$ cat src/rtl/hbc_pkg.sv
package hbc_pkg;
  typedef enum logic [1:0] {
    LEG_OFF  = 2'd0,
    LEG_HIGH = 2'd1,
    LEG_LOW  = 2'd2
  } leg_e;

  typedef enum logic [1:0] {
    DIR_NONE = 2'd0,
    DIR_FWD  = 2'd1,
    DIR_REV  = 2'd2,
    DIR_HALF = 2'd3
  } dir_e;

  typedef struct packed {
    leg_e leg1;
    leg_e leg2;
    dir_e dir;
    logic half;
    logic invalid;
  } cmd_t;

  localparam int NUM_LEGS = 2;

  localparam cmd_t CMD_FLOAT = '{leg1: LEG_OFF, leg2: LEG_OFF, dir: DIR_NONE,
                                 half: 1'b0, invalid: 1'b0};
endpackage

$ cat src/rtl/hbc_cmd_decode.sv
module hbc_cmd_decode
  import hbc_pkg::*;
(
  input  logic sleep,
  input  logic style_pwm,
  input  logic half_mode,
  input  logic ctl_a,
  input  logic ctl_b,
  output cmd_t cmd
);
  always_comb begin
    cmd      = CMD_FLOAT;
    cmd.half = half_mode;
    if (!sleep) begin
      unique case ({half_mode, style_pwm})
        2'b00: begin // phase/enable, full bridge
          if (!ctl_b) begin
            cmd.leg1 = LEG_LOW;
            cmd.leg2 = LEG_LOW;
          end else if (ctl_a) begin
            cmd.leg1 = LEG_HIGH;
            cmd.leg2 = LEG_LOW;
            cmd.dir  = DIR_FWD;
          end else begin
            cmd.leg1 = LEG_LOW;
            cmd.leg2 = LEG_HIGH;
            cmd.dir  = DIR_REV;
          end
        end
        2'b01: begin // two-input, full bridge
          unique case ({ctl_a, ctl_b})
            2'b00: ;
            2'b10: begin
              cmd.leg1 = LEG_HIGH;
              cmd.leg2 = LEG_LOW;
              cmd.dir  = DIR_FWD;
            end
            2'b01: begin
              cmd.leg1 = LEG_LOW;
              cmd.leg2 = LEG_HIGH;
              cmd.dir  = DIR_REV;
            end
            default: begin
              cmd.leg1 = LEG_LOW;
              cmd.leg2 = LEG_LOW;
            end
          endcase
        end
        2'b10: begin // phase/enable, half bridge
          if (!ctl_b) begin
            cmd.leg2 = LEG_LOW;
          end else if (!ctl_a) begin
            cmd.leg2 = LEG_HIGH;
            cmd.dir  = DIR_HALF;
          end else begin
            cmd.invalid = 1'b1;
          end
        end
        default: begin // two-input, half bridge
          unique case ({ctl_a, ctl_b})
            2'b00: ;
            2'b01: begin
              cmd.leg2 = LEG_HIGH;
              cmd.dir  = DIR_HALF;
            end
            2'b11: cmd.leg2 = LEG_LOW;
            default: cmd.invalid = 1'b1;
          endcase
        end
      endcase
    end
  end
endmodule

$ cat src/rtl/hbc_chop_fsm.sv
module hbc_chop_fsm
  import hbc_pkg::*;
#(
  parameter int BLANK_CYC = 250,
  parameter int OFF_CYC   = 3125
) (
  input  logic clk,
  input  logic rst_n,
  input  dir_e new_dir,
  input  dir_e cur_dir,
  input  logic trip,
  input  logic reg_dis,
  output logic forced
);
  localparam int CNT_MAX = (BLANK_CYC > OFF_CYC) ? BLANK_CYC : OFF_CYC;
  localparam int CW      = $clog2(CNT_MAX + 1);
  localparam logic [CW-1:0] BLANK_LAST = CW'(BLANK_CYC - 1);
  localparam logic [CW-1:0] OFF_LAST   = CW'(OFF_CYC - 1);

  typedef enum logic [1:0] {ST_IDLE, ST_BLANK, ST_SENSE, ST_OFF} chop_st_e;

  chop_st_e      st_q;
  logic [CW-1:0] cnt_q;

  always_ff @(posedge clk or negedge rst_n) begin
    if (!rst_n) begin
      st_q  <= ST_IDLE;
      cnt_q <= '0;
    end else if (new_dir == DIR_NONE) begin
      st_q  <= ST_IDLE;
      cnt_q <= '0;
    end else if (st_q == ST_IDLE || new_dir != cur_dir) begin
      st_q  <= ST_BLANK;
      cnt_q <= '0;
    end else begin
      unique case (st_q)
        ST_BLANK: begin
          if (cnt_q == BLANK_LAST) begin
            st_q  <= ST_SENSE;
            cnt_q <= '0;
          end else begin
            cnt_q <= cnt_q + 1'b1;
          end
        end
        ST_SENSE: begin
          if (trip && !reg_dis) begin
            st_q  <= ST_OFF;
            cnt_q <= '0;
          end
        end
        ST_OFF: begin
          if (cnt_q == OFF_LAST) begin
            st_q  <= ST_BLANK;
            cnt_q <= '0;
          end else begin
            cnt_q <= cnt_q + 1'b1;
          end
        end
        default: begin
          st_q  <= ST_IDLE;
          cnt_q <= '0;
        end
      endcase
    end
  end

  assign forced = (st_q == ST_OFF);
endmodule

$ cat src/rtl/hbc_leg_drive.sv
module hbc_leg_drive
  import hbc_pkg::*;
(
  input  leg_e leg,
  output logic hs,
  output logic ls,
  output logic hiz
);
  always_comb begin
    hs  = 1'b0;
    ls  = 1'b0;
    hiz = 1'b0;
    unique case (leg)
      LEG_HIGH: hs  = 1'b1;
      LEG_LOW:  ls  = 1'b1;
      default:  hiz = 1'b1;
    endcase
  end
endmodule

$ cat src/rtl/hbridge_chop_ctrl.sv
module hbridge_chop_ctrl
  import hbc_pkg::*;
#(
  parameter int BLANK_CYC = 250,
  parameter int OFF_CYC   = 3125
) (
  input  logic clk,
  input  logic rst_n,
  input  logic sleep,
  input  logic style_pwm,
  input  logic half_mode,
  input  logic ctl_a,
  input  logic ctl_b,
  input  logic reg_disable,
  input  logic ithr_trip,
  output logic leg1_hs,
  output logic leg1_ls,
  output logic leg1_hiz,
  output logic leg2_hs,
  output logic leg2_ls,
  output logic leg2_hiz,
  output logic chop_n,
  output logic invalid_cmd
);
  cmd_t cmd_d, cmd_q;
  logic forced;
  leg_e leg_fin [NUM_LEGS];
  logic [NUM_LEGS-1:0] hs_v, ls_v, hiz_v;

  hbc_cmd_decode u_dec (
    .sleep     (sleep),
    .style_pwm (style_pwm),
    .half_mode (half_mode),
    .ctl_a     (ctl_a),
    .ctl_b     (ctl_b),
    .cmd       (cmd_d)
  );

  always_ff @(posedge clk or negedge rst_n) begin
    if (!rst_n) cmd_q <= CMD_FLOAT;
    else        cmd_q <= cmd_d;
  end

  hbc_chop_fsm #(.BLANK_CYC(BLANK_CYC), .OFF_CYC(OFF_CYC)) u_chop (
    .clk     (clk),
    .rst_n   (rst_n),
    .new_dir (cmd_d.dir),
    .cur_dir (cmd_q.dir),
    .trip    (ithr_trip),
    .reg_dis (reg_disable),
    .forced  (forced)
  );

  // forced brake overrides the commanded legs
  always_comb begin
    leg_fin[0] = cmd_q.leg1;
    leg_fin[1] = cmd_q.leg2;
    if (forced) begin
      leg_fin[0] = cmd_q.half ? LEG_OFF : LEG_LOW;
      leg_fin[1] = LEG_LOW;
    end
  end

  for (genvar g = 0; g < NUM_LEGS; g++) begin : g_leg
    hbc_leg_drive u_leg (
      .leg (leg_fin[g]),
      .hs  (hs_v[g]),
      .ls  (ls_v[g]),
      .hiz (hiz_v[g])
    );
  end

  assign leg1_hs     = hs_v[0];
  assign leg1_ls     = ls_v[0];
  assign leg1_hiz    = hiz_v[0];
  assign leg2_hs     = hs_v[1];
  assign leg2_ls     = ls_v[1];
  assign leg2_hiz    = hiz_v[1];
  assign chop_n      = ~forced;
  assign invalid_cmd = cmd_q.invalid;
endmodule

$ cat config.mk
export PLATFORM = sky130hd
export DESIGN_NAME = hbridge_chop_ctrl
export DESIGN_NICKNAME = d
export VERILOG_FILES = /design/src/rtl/hbc_pkg.sv /design/src/rtl/hbc_cmd_decode.sv /design/src/rtl/hbc_chop_fsm.sv /design/src/rtl/hbc_leg_drive.sv /design/src/rtl/hbridge_chop_ctrl.sv
export SDC_FILE = /design/constraint.sdc
export NUM_CORES = 1
export LEC_CHECK = 0
export BUFFER_PORTS_ARGS = -buffer_cell sky130_fd_sc_hd__buf_2
export CELL_PAD_IN_SITES_DETAIL_PLACEMENT = 2
export CELL_PAD_IN_SITES_GLOBAL_PLACEMENT = 2
export CORE_ASPECT_RATIO = 0.5
export CORE_MARGIN = 3
export CORE_UTILIZATION = 39
export CTS_CLUSTER_SIZE = 14
export DETAILED_ROUTE_END_ITERATION = 8
export PLACE_DENSITY = 0.87
export SLEW_MARGIN = 20
export SYNTH_ARGS = -nofsm -noshare
export SYNTH_HDL_FRONTEND = slang
export SYNTH_HIERARCHICAL = 1
export SYNTH_SLANG_ARGS = --single-unit
$ cat constraint.sdc
create_clock -name clk -period 3.2 [get_ports clk]
set_input_delay 0.32 -clock clk [delete_from_list [all_inputs] [get_ports clk]]
set_output_delay 0.32 -clock clk [all_outputs]
set_load 0.005 [all_outputs]
==> results of run 1 <==
## state kept, by name, indices dropped and copies added, names as in the netlist
signal,flops
invalid_cmd,1
u_chop/st_q,2
cmd_q,7
u_chop/cnt_q,12
## where the power goes
part           leakage [nW]  switching (W)  internal (W)
clock network        0.0357      0.0000986      0.000167
logic                 0.354      0.0000351     0.0000262
registers             0.300     0.00000427      0.000283
total                 0.690       0.000138      0.000477
## worst max-delay path, cell delays in order
cell and delay (ns):
buf_2 0.13, or3b_1 0.39, o21ai_1 0.35, nand4bb_1 0.22, o22a_4 0.27, nor2_1 0.09
or3_1 0.37, a21boi_1 0.15
## worst min-delay path by stage
stage,end,cells past startpoint
final,cmd_q[1],1
after global routing,cmd_q[1],1
after CTS,cmd_q[1],1
after detailed placement,cmd_q[7],1
after global placement,cmd_q[4],1
after floorplan,cmd_q[1],0
## placed cells by master, fill, tap and decap left out, types with 3 or more instances in the layout
cell type	instances
nor3_1	4
dfrtp_1	22
clkbuf_8	3
a31oi_1	3
xnor2_1	6
o21ai_0	4
nand3_1	8
nand2_1	9
nor2b_1	3
nand4bb_1	3
ha_1	11
nor2_1	7
o211ai_1	3
inv_1	11
a21oi_1	5
buf_2	16
and2_1	5
## kinds of logic after synthesis
kind of cell,after synthesis,share of synthesized area
simple gates,59,0.2529
compound gates,29,0.1521
flops,22,0.3890
buf+inv,16,0.04774
fa+ha+maj,11,0.09726
xor+xnor,7,0.04333
mux,2,0.01768
## layout make-up
class | count | area (µm²) | area share
clock inverter | 1 | 30.03 | 0.01863
tap | 48 | 60.06 | 0.03727
sequential | 22 | 550.5 | 0.3416
inverter | 12 | 45.04 | 0.02795
clock buffer | 3 | 41.29 | 0.02562
timing repair buffer | 17 | 87.58 | 0.05435
multi-input combinational | 108 | 797.0 | 0.4946
## routing by layer
metal / wire length (µm) / vias up
met1: 1747 / 595
met4: 15 / 0
met3: 105 / 2
met2: 1893 / 22
met5: 0 / -
li1: - / 552
## per-stage QoR
stage          instances  hold slack, ns  total power [W]  setup WS [ns]  instance area (µm²)
4_1_cts              211         0.03441        0.0006228          1.089                 1612
3_5_place_dp         207          0.3335        0.0003553         0.8199                 1540
5_1_grt              211         0.04392        0.0006491         0.9852                 1612
6_report             211         0.01932        0.0006147          1.098                 1612
3_3_place_gp         207          0.3248        0.0003501         0.9544                 1540
2_1_floorplan        146         0.02441        0.0003266          1.076                 1415
==> results.cfg, run 1 <==
[run_status]
status = finished, final reports clean

[global_routing]
grt_busiest_layer = met2
grt_pass1_vias = 1284
grt_pass1_wl_um = 6555
overflow = 0
grt_use_met2 = 0.3301
grt_max_degree = 23
use_met1 = 0.2344
antenna_found_initial = 0
track_usage = 0.1842
grt_use_met3 = 0.04180

[layout]
fillCellCount = 349
finalCoreUtilization = 0.5000
area_growth_pct = 13.88
drive_gt1_frac = 0.1902
final_nets = 184
diodes = 0

[setup_path]
endpoint_kind = flip-flop
cp-startpoint = sleep
crit_type = input port to flip-flop
cp_max_fo = 14
rr_worst_depth = 7
worstReg2RegStart = u_chop/cnt_q[0]
cp.arrival_ns = 2.29
cp-endpoint = u_chop/cnt_q[7]
reg2reg_to = u_chop/st_q[0]
r2r_setup_slack_ns = 1.14
crit_required_ns = 3.39
worstSetupStartpointType = input port

[synthesis]
synth_fp_nets = 166
yosysTopAreaCellShare = 0.3890
ys.flop_type = dfrtp_1
ys_warn_count = 6
synth_area_leaders = dfrtp_1, ha_1, xnor2_1
synth_cell_types = 49
async_flop_share = 1.000
synth_edf_count = 0
syn_inst = 146
synth_seq_cells = 22
synth_top_cell_by_area = dfrtp_1
synth.most_common_cell = dfrtp_1
ys_seq_area_frac = 0.3890
synthTopCellsByCount = dfrtp_1, ha_1, inv_1
avgSynthCellArea_um2 = 9.693
syn_area_mm2 = 0.001415

[clocking]
post_cts_buffers = 0
root_buffer = clkbuf_8
insertion_delay_ns = 0.27
path_clk_slew_ns = 0.09
cts_tree = yes
cts_resized = 0
cts_hold_buf = 0
clock_sinks = 22
htree_levels = 1
cts_buffer_depth = 2
numCtsBuffers = 3

[sta]
fmax_mhz = 475.6
drv_slew = 0
period_share = 0.6570
tightest_slew_ns = 0.5881
setup_violations = 0
fin_setup_tns_ns = 0
clock_skew_ns = 0.007083
max_slew_margin = 0.6053
hold_viol = 0
fin_crit_ns = 2.103
rsz0062_at_grt = false

[routing]
initialDrtViolationCount = 40
wl_per_cell_um = 17.83
vias = 1171
antenna_left = 0
wl_um = 3762
vias_per_cell = 5.550
drc = 0
drt_first_pass_iters = 4

[floorplanning]
die_y_um = 48.60
rows = 14
core_region_area_mm2 = 0.003223
die_area_mm2 = 0.004431
initial_utilization = 0.4391
die_x_um = 91.19
ios = 17

[placed_design]
place_congestion = 0.7404
place_hpwl_um = 2899
portBuffers = 16

[power_and_ir_drop]
irDropWorstVdd_uv = 195.2
powerDensity_mw_per_mm2 = 381.5
leakagePower_nw = 0.6903

[run]
drv_cap = 0

[worst_hold_path]
hold_class = input port to asynchronous set/reset pin
No activity file was read; power rests on OpenSTA's default activity.
==> inputs of run 2 (changes only) <==
Settings changed: CORE_UTILIZATION 39 to 33, PLACE_DENSITY 0.87 to 0.78.
Clock period 3.2 ns to 1.7 ns, I/O delays scaled along.
==> results.cfg, run 2 (same netlist as run 1, synthesis figures left out) <==
[power_and_ir_drop]
internal_power_w = 0.0009594
comb_power_share = 0.169
swShare = 0.2565
powerDensity_mw_per_mm2 = 589.7
leakagePower_nw = 0.9587
power_frac_seq = 0.422
p_clk_frac = 0.410
irDropWorstVdd_uv = 371.4
p_sw_w = 0.0003310

[sta]
setup_violations = 20
rsz0062_at_grt = true
tightest_slew_ns = 0.5951
clock_skew_ns = 0.01600
max_slew_margin = 0.6006
holdWs_ns = 0.1445
setup_slack_ns = -0.3898
period_share = 1.229
drv_slew = 0
fin_crit_ns = 2.090
fmax_mhz = 478.5
hold_viol = 0

[global_routing]
track_usage = 0.2514
grt_pass1_wl_um = 9446
grt_busiest_layer = met2
antenna_found_initial = 0
overflow = 0
use_met1 = 0.2924
grt_use_met2 = 0.4541
grt_max_degree = 23
grt_use_met3 = 0.04914
grt_pass1_vias = 1614

[clocking]
clock_sinks = 22
numCtsBuffers = 3
cts_buffer_depth = 2
htree_levels = 1
root_buffer = clkbuf_8
cts_tree = yes
insertion_delay_ns = 0.30
path_clk_slew_ns = 0.10

[placed_design]
place_hpwl_um = 3458
place_ws_ns = -0.2515
place_congestion = 0.7673
portBuffers = 16

[routing]
drc = 0
wl_per_cell_um = 26.56
antenna_left = 0
vias_per_cell = 5.598
drt_first_pass_iters = 4
vias = 1489
initialDrtViolationCount = 70
wl_um = 7064

[layout]
finalCoreUtilization = 0.5466
final_nets = 233
diodes = 0
top_regs = u_chop/cnt_q: 12 flops, cmd_q: 7 flops, u_chop/st_q: 2 flops
most-common-layout-cells = buf_4, dfrtp_1, buf_2
fillCellCount = 402
largest_register = u_chop/cnt_q
largest_reg_flops = 12
final_common_cell = buf_4
drive_gt1_frac = 0.5330
area_growth_pct = 54.64

[setup_path]
crit_type = flip-flop to flip-flop
cp.arrival_ns = 2.28
worstSetupStartpointType = flip-flop
crit_required_ns = 1.89
endpoint_kind = flip-flop
cp_max_fo = 4

[floorplanning]
core_region_area_mm2 = 0.004004
die_y_um = 52.31
ios = 17
rows = 16
initial_utilization = 0.3534
die_x_um = 98.61
die_area_mm2 = 0.005158

[run]
drv_cap = 0

[worst_hold_path]
hold_class = input port to flip-flop

[run_status]
status = complete, but fails checks
violations = negative setup slack
## run 2: cell types whose count changed in the layout (fill, tap and decap cells not counted), moves of 3 or more
| cell | change |
|---|---|
| inv_2 | +5 |
| inv_1 | -5 |
| buf_4 | +44 |
| nand3_1 | -3 |
| and2_1 | -5 |
| ha_2 | +3 |
| and2_4 | +5 |
| ha_1 | -5 |
## run 2: per-layer routing
metal / vias up / wire [µm] / share of wire
li1: 652 / - / -
met1: 762 / 3070 / 0.43
met2: 51 / 3362 / 0.48
met3: 24 / 323 / 0.046
met4: 0 / 307 / 0.043
met5: - / 0 / 0
## run 2: layout make-up
class                      instances  area [µm²]  share of cell area
inverter                          12       45.04             0.02058
clock inverter                     1       30.03             0.01372
timing repair buffer              65       480.5              0.2196
multi-input combinational        109       970.9              0.4437
clock buffer                       3       41.29             0.01887
sequential                        22       553.0              0.2527
tap                               54       67.56             0.03087
## run 2: power by group through the flow
stage	logic (W)	registers, W	clock network, W
finish	0.000218	0.000544	0.000528
detailed placement	0.000148	0.000551	0
CTS	0.000166	0.000541	0.000526
floorplan	0.0000702	0.000549	0
global placement	0.000139	0.000550	0
global route	0.000234	0.000545	0.000563
## run 2: repair_timing
action,in CTS,in global routing
pin swaps,7,8
gates resized for setup,18,27
endpoints found under the hold margin,22,0
gates cloned,0,1
buffers inserted,9,7
setup endpoints to repair,20,20
hold buffers,1,0
## run 2: stage by stage
step | std cells | cell area (µm²) | power, W | TNS [ns]
6_report | 266 | 2188 | 0.001290 | -4.710
5_1_grt | 266 | 2188 | 0.001342 | -5.791
4_1_cts | 259 | 2018 | 0.001234 | -2.439
3_5_place_dp | 245 | 1819 | 0.0006995 | -1.542
3_3_place_gp | 245 | 1819 | 0.0006890 | -0.8564
2_1_floorplan | 146 | 1444 | 0.0006195 | -0.3191
## run 2: critical path, stage by stage (launching register included)
cell and delay [ns]:
dfrtp_1 0.40, buf_4 0.15, buf_4 0.15, nor2_1 0.17, nand4_1 0.23, a211o_1 0.40
nor2b_4 0.17, mux2_4 0.30
## run 2: path summary, 6_finish.rpt
kind	from	to	slack (ns)	cells past startpoint
worst max-delay path	u_chop/cnt_q[8]	u_chop/st_q[0]	-0.39	7
worst min-delay path	half_mode	cmd_q[1]	0.14	2
worst max register to register	u_chop/cnt_q[8]	u_chop/st_q[0]	-0.39	7
worst min register to register	u_chop/cnt_q[4]	u_chop/cnt_q[4]	0.65	2
max in group asynchronous	rst_n	u_chop/cnt_q[4]	0.88	2
min in group asynchronous	rst_n	u_chop/cnt_q[7]	0.41	2
